<file path="config.mk">
export PLATFORM = sky130hd
export DESIGN_NAME = disp_bus_master
export DESIGN_NICKNAME = d
export VERILOG_FILES = /design/src/rtl/disp_bus_master.sv
export SDC_FILE = /design/constraint.sdc
export NUM_CORES = 1
export LEC_CHECK = 0
export BUFFER_PORTS_ARGS = -buffer_cell sky130_fd_sc_hd__buf_2
export CORE_MARGIN = 1.5
export CORE_UTILIZATION = 57
export CTS_BUF_LIST = sky130_fd_sc_hd__clkbuf_4 sky130_fd_sc_hd__clkbuf_8
export CTS_CLUSTER_DIAMETER = 100
export DETAILED_ROUTE_END_ITERATION = 7
export PLACE_DENSITY = 0.95
export SLEW_MARGIN = 20
export SYNTH_ARGS = -nofsm -noshare
export SYNTH_HDL_FRONTEND = slang
export SYNTH_SLANG_ARGS = --single-unit
</file>
<file path="constraint.sdc">
create_clock -name clk -period 3.5 [get_ports clk]
set_clock_uncertainty 0.05 [all_clocks]
set_input_delay 0 -clock clk [delete_from_list [all_inputs] [get_ports clk]]
set_output_delay 0 -clock clk [all_outputs]
set_load 0.1 [all_outputs]
</file>
<file path="src/rtl/disp_bus_master.sv">
module disp_bus_master #(
  parameter int SETUP_CYC = 4,
  parameter int WR_LO_CYC = 7,
  parameter int WR_HI_CYC = 10,
  parameter int RD_LO_CYC = 63,
  parameter int RD_HI_CYC = 63,
  parameter int HOLD_CYC  = 4
) (
  input  logic        clk,
  input  logic        rst_n,
  input  logic        mode_68,
  input  logic [1:0]  bus_width,
  input  logic        req_valid,
  input  logic        req_rd,
  input  logic        req_rs,
  input  logic [17:0] req_wdata,
  output logic        busy,
  output logic        ack,
  output logic [17:0] rd_data,
  output logic        csb_o,
  output logic        rs_o,
  output logic        wr_o,
  output logic        rd_o,
  output logic [17:0] db_o,
  output logic        db_oe_o,
  input  logic [17:0] db_i
);
  localparam int M1   = (SETUP_CYC > HOLD_CYC) ? SETUP_CYC : HOLD_CYC;
  localparam int M2   = (WR_LO_CYC > WR_HI_CYC) ? WR_LO_CYC : WR_HI_CYC;
  localparam int M3   = (RD_LO_CYC > RD_HI_CYC) ? RD_LO_CYC : RD_HI_CYC;
  localparam int M12  = (M1 > M2) ? M1 : M2;
  localparam int MAXC = (M12 > M3) ? M12 : M3;
  localparam int CW   = $clog2(MAXC + 1);

  typedef enum logic [2:0] {S_IDLE, S_SETUP, S_ACT, S_HOLD, S_REC} st_t;

  st_t           st;
  logic [CW-1:0] cnt;
  logic          mode_q, rd_q;
  logic [1:0]    wid_q;

  function automatic logic [17:0] map_out(input logic [17:0] d, input logic [1:0] w);
    case (w)
      2'd0:    map_out = d;
      2'd1:    map_out = {d[15:8], 1'b0, d[7:0], 1'b0};
      2'd2:    map_out = {9'b0, d[8:0]};
      default: map_out = {9'b0, d[7:0], 1'b0};
    endcase
  endfunction

  function automatic logic [17:0] map_in(input logic [17:0] b, input logic [1:0] w);
    case (w)
      2'd0:    map_in = b;
      2'd1:    map_in = {2'b0, b[17:10], b[8:1]};
      2'd2:    map_in = {9'b0, b[8:0]};
      default: map_in = {10'b0, b[8:1]};
    endcase
  endfunction

  wire last = (cnt == '0);
  wire strobe_act = mode_q ? rd_o : (!wr_o || !rd_o);

  assign busy = (st != S_IDLE);

  always_ff @(posedge clk) begin
    if (!rst_n) begin
      st      <= S_IDLE;
      cnt     <= '0;
      mode_q  <= 1'b0;
      rd_q    <= 1'b0;
      wid_q   <= 2'd0;
      ack     <= 1'b0;
      rd_data <= '0;
      csb_o   <= 1'b1;
      rs_o    <= 1'b1;
      wr_o    <= 1'b1;
      rd_o    <= 1'b1;
      db_o    <= '0;
      db_oe_o <= 1'b0;
    end else begin
      ack <= 1'b0;
      case (st)
        S_IDLE: begin
          mode_q <= mode_68;
          rd_o   <= ~mode_68;
          wr_o   <= 1'b1;
          if (req_valid) begin
            st      <= S_SETUP;
            cnt     <= CW'(SETUP_CYC - 1);
            rd_q    <= req_rd;
            wid_q   <= bus_width;
            rs_o    <= req_rs;
            csb_o   <= 1'b0;
            wr_o    <= mode_68 ? req_rd : 1'b1;
            db_o    <= req_rd ? 18'd0 : map_out(req_wdata, bus_width);
            db_oe_o <= ~req_rd;
          end
        end
        S_SETUP: begin
          if (last) begin
            st  <= S_ACT;
            cnt <= rd_q ? CW'(RD_LO_CYC - 1) : CW'(WR_LO_CYC - 1);
            if (mode_q)    rd_o <= 1'b1;
            else if (rd_q) rd_o <= 1'b0;
            else           wr_o <= 1'b0;
          end else cnt <= cnt - 1'b1;
        end
        S_ACT: begin
          if (last) begin
            st  <= S_HOLD;
            cnt <= CW'(HOLD_CYC - 1);
            if (mode_q) rd_o <= 1'b0;
            else begin
              rd_o <= 1'b1;
              wr_o <= 1'b1;
            end
            if (rd_q) rd_data <= map_in(db_i, wid_q);
          end else cnt <= cnt - 1'b1;
        end
        S_HOLD: begin
          if (last) begin
            st      <= S_REC;
            cnt     <= rd_q ? CW'(RD_HI_CYC - 1) : CW'(WR_HI_CYC - 1);
            csb_o   <= 1'b1;
            db_oe_o <= 1'b0;
            db_o    <= '0;
            wr_o    <= 1'b1;
          end else cnt <= cnt - 1'b1;
        end
        S_REC: begin
          if (last) begin
            st  <= S_IDLE;
            ack <= 1'b1;
          end else cnt <= cnt - 1'b1;
        end
        default: st <= S_IDLE;
      endcase
    end
  end

  // the two strobes of the separate-strobe style never overlap
  p_strobe_excl_r2: assert property (@(posedge clk) disable iff (!rst_n)
    !(!mode_q && !wr_o && !rd_o));

  // driven data stays put while the drive is enabled
  p_data_stable_r2: assert property (@(posedge clk) disable iff (!rst_n)
    (db_oe_o && $past(db_oe_o)) |-> $stable(db_o));

  // read/write select held across the chip-select window
  p_rw_hold_r4: assert property (@(posedge clk) disable iff (!rst_n)
    (mode_q && !csb_o && $past(!csb_o)) |-> $stable(wr_o));

  // register select does not move under chip select
  p_rs_stable_r5: assert property (@(posedge clk) disable iff (!rst_n)
    (!csb_o && $past(!csb_o)) |-> $stable(rs_o));

  // strobe only inside chip select, never on the falling cycle
  p_strobe_in_cs_r6: assert property (@(posedge clk) disable iff (!rst_n)
    strobe_act |-> !csb_o);
  p_cs_lead_r6: assert property (@(posedge clk) disable iff (!rst_n)
    $fell(csb_o) |-> !strobe_act);

  // acknowledge is one cycle wide
  p_ack_pulse_r8: assert property (@(posedge clk) disable iff (!rst_n)
    ack |=> !ack);

  // 8-bit width leaves pins 17..9 and 0 low
  p_unused_low_r9: assert property (@(posedge clk) disable iff (!rst_n)
    (db_oe_o && wid_q == 2'd3) |-> (db_o[17:9] == 9'd0 && db_o[0] == 1'b0));

  // a new cycle only starts from an idle block
  p_no_restart_r10: assert property (@(posedge clk) disable iff (!rst_n)
    $fell(csb_o) |-> !$past(busy));
endmodule

</file>
==> flow_metrics.env <==
export IMPL_ys_warn_count=0
export IMPL_clock_path_buffers=2
export IMPL_synth_area_top_cells="dfxtp_1, mux2i_1, o2bb2ai_1"
export IMPL_pin_count=87
export IMPL_cp_num_cells=7
export IMPL_core_sq_um=4720
export IMPL_cts_setup_buffers=0
export IMPL_die_h_um=73.1
export IMPL_hold_end="rd_data[7]"
export IMPL_numCtsBuffers=5
export IMPL_maxCapViolations=0
export IMPL_slew_headroom_pct=33.7
export IMPL_hpwl_um=4750
export IMPL_cp_slowest_stage_delay_ps=660
export IMPL_drtAntennaViolNets=0
export IMPL_synth_ff_type="dfxtp_1"
export IMPL_hold_buffers=41
export IMPL_period_share_pct=81.8
export IMPL_gp_congestion=0.885
export IMPL_setup_worst_path_start_class="register"
export IMPL_track_usage_pct=32.3
export IMPL_dieArea_sq_um=5350
export IMPL_postSynthAreaPerCell_sq_um=9.25
export IMPL_p_leak_nw=1.57
export IMPL_yosysUniqueCellTypes=56
export IMPL_status="finished with violations"
export IMPL_wire_per_inst_um=17.4
export IMPL_layout_min_cycle_time_ps=2860
export IMPL_path_buf_inv=2
export IMPL_tritoncts="done"
export IMPL_finalHoldViolCount=1
export IMPL_synthArstFlopShare_pct=0
export IMPL_cp_required_ps=3710
export IMPL_fin_hold_ws_ps=-2.02
export IMPL_vias=2859
export IMPL_routed_wirelength_um=8400
export IMPL_fp_dieW_um=73.1
export IMPL_multi_input_area_sq_um=1570
export IMPL_crit_family="simple AND/OR/NAND/NOR gates"
export IMPL_clkLatencyLatePin_ps=320
export IMPL_synth_top_area_share_pct=39.3
export IMPL_arrival_ps=3070
export IMPL_cp_slowest_cell="and3_1"
export IMPL_rrSetupSlack_ps=640
export IMPL_power_density_nw_per_um2=517
export IMPL_rows=25
export IMPL_rr_worst_depth=7
export IMPL_cts_sinks=55
export IMPL_viasPerCell=5.93
export IMPL_finalSetupTns_ps=0
export IMPL_syn_num_nets=348
export IMPL_max_clock_freq_mhz=349
export IMPL_first_pass_iters=4
export IMPL_crit_chain="inv_1, ha_1, nor4b_4, and3_1, nor2_1, a311oi_1, dlygate4sd3_1"
export IMPL_violations="hold timing"
export IMPL_grt_overflow_total=0
export IMPL_fin_cells=482
export IMPL_worstMarginPinSlew_ps=993
export IMPL_synth_edf_count=0
export IMPL_r2r_end="rd_data[8]"
export IMPL_synth_area_sq_um=2800
export IMPL_worstHoldPathCells=3
export IMPL_synthToLayoutAreaGrowth_pct=32.5
export IMPL_crit_reg2reg_launch="cnt[0]"
export IMPL_grt_pass1_wl_um=13200
export IMPL_final_nets=460
export IMPL_slew_viol_final=0
export IMPL_fillers=296
export IMPL_clkTransAtPathRegs_ps=100
export IMPL_grt_pass1_vias=2787
export IMPL_grt_setup_unrepaired="no"
export IMPL_dp_cells=434
export IMPL_criticalPathCategory="register to register"
export IMPL_hp_class="input port to register"
export IMPL_drive_gt1_share_pct=25.3
export IMPL_root_buffer="clkbuf_8"
export IMPL_hp_start="db_i[7]"
export IMPL_yosysTopAreaCell="dfxtp_1"
export IMPL_drcViolationCount=0
export IMPL_cts_htree_levels=2
export IMPL_synth_seq_cells=55
export IMPL_setup_viol=0
export IMPL_ir_drop_mv=0.399
export IMPL_grt_start_max_net_pins=30
export IMPL_path_max_fanout=20
export IMPL_grt_antenna_before_repair=0
export IMPL_end_kind="register"
export IMPL_drtIter0Drc=272
export IMPL_portBuffers=86
export IMPL_ys_seq_area_share_pct=39.3
export IMPL_antennaDiodeCount=0
export IMPL_synth_cells=303
export IMPL_initial_core_util_pct=59.4
export IMPL_regArea_sq_um=1100
export IMPL_post_cts_resize_count=0
registers in the layout, indices dropped and copies added (netlist names):
| signal | flops |
|---|---|
| rd_q | 1 |
| st | 3 |
| rd_data | 18 |
| rd_o | 1 |
| mode_q | 1 |
| db_o | 18 |
| rs_o | 1 |
| wid_q | 2 |
| ack | 1 |
| csb_o | 1 |
| cnt | 6 |
| wr_o | 1 |
| db_oe_o | 1 |
power by group:
group          leakage [nW]  internal [mW]  switching (mW)
clock                0.0406          0.140           0.216
combinational          1.08          0.261           0.519
sequential            0.447          0.681           0.102
total                  1.57           1.08           0.837
per-stage QoR:
step           util, %  cell area (sq um)  setup slack [ps]  total power [mW]
2_1_floorplan        -               2800              1340              1.38
3_3_place_gp      68.2               3220              1270              1.49
3_5_place_dp      68.2               3220              1210              1.51
4_1_cts           78.6               3710               722              1.89
5_1_grt           78.6               3710               432              2.00
6_report          78.6               3710               638              1.92
cells in the final DEF, fill, tap and decap left out, types with 8 or more instances in the layout:
cell           synthesis  layout
o21ai_0                8       8
buf_2                 10      86
dlygate4sd3_1          0      41
nor2_1                25      25
mux2i_1               36      36
dfxtp_1               55      55
a211oi_1              12      12
or3_1                  8       8
inv_1                  8       8
a21oi_1               12      12
nand2_1               17      17
o2bb2ai_1             16      16
nand3_1               10      10
synth_stat cells, types with 2 or more instances:
master	number
xnor2_1	2
nand3_1	10
o311ai_0	3
o211ai_1	5
nor2b_1	4
nand3b_1	3
nor3b_1	2
clkbuf_1	10
o2bb2ai_1	16
nand2b_1	5
or3_1	8
and3_1	3
a31oi_1	5
nor3_1	4
a211oi_1	12
o21ai_4	2
o21a_1	3
buf_1	2
mux2i_1	36
dfxtp_1	55
buf_2	10
nor2_1	25
o2111ai_1	2
a211o_1	2
o21ai_0	8
nand2_1	17
a21o_1	2
a21oi_1	12
inv_1	8
cell families after synthesis:
logic type	count (synthesis)	share of synthesized area, %
buffers and inverters	31	4.86
XOR/XNOR	2	0.625
adder cells (fa/ha/maj)	1	0.446
multiplexers	36	12.9
AO/OA/AOI/OAI	85	23.7
AND/OR/NAND/NOR	93	18.3
flip-flops	55	39.3
area by class of cell:
class	instances	share of cell area (%)
inverter	8	0.808
tap	67	2.26
timing repair buffer	128	22.8
sequential	55	29.6
clock inverter	2	0.438
clock buffer	5	1.85
multi-input combinational	217	42.2
layer usage:
metal	share of wire (%)	GRT usage (%)	routed length (um)	up-vias
met2	51	58.1	4290	146
met1	38	36.3	3220	1328
met4	3.2	14.5	268	0
met5	0	0	0	-
li1	-	-	-	1352
met3	7.3	6.77	617	33
worst reg2reg max path, cell delays in order, from the launching register on:
cell,delay [ps]
dfxtp_1,370
inv_1,70
ha_1,280
nor4b_4,430
and3_1,670
nor2_1,80
a311oi_1,260
dlygate4sd3_1,590
worst max path at each step:
stage	from	end	slack (ps)
floorplan	st[1]	rd_o	1340
global placement	cnt[0]	cnt[4]	1270
detailed placement	cnt[0]	cnt[4]	1210
CTS	cnt[0]	rd_data[8]	720
global route	cnt[0]	rd_data[8]	430
finish	cnt[0]	rd_data[8]	640
Note: power is estimated with default switching activity, not from simulation.
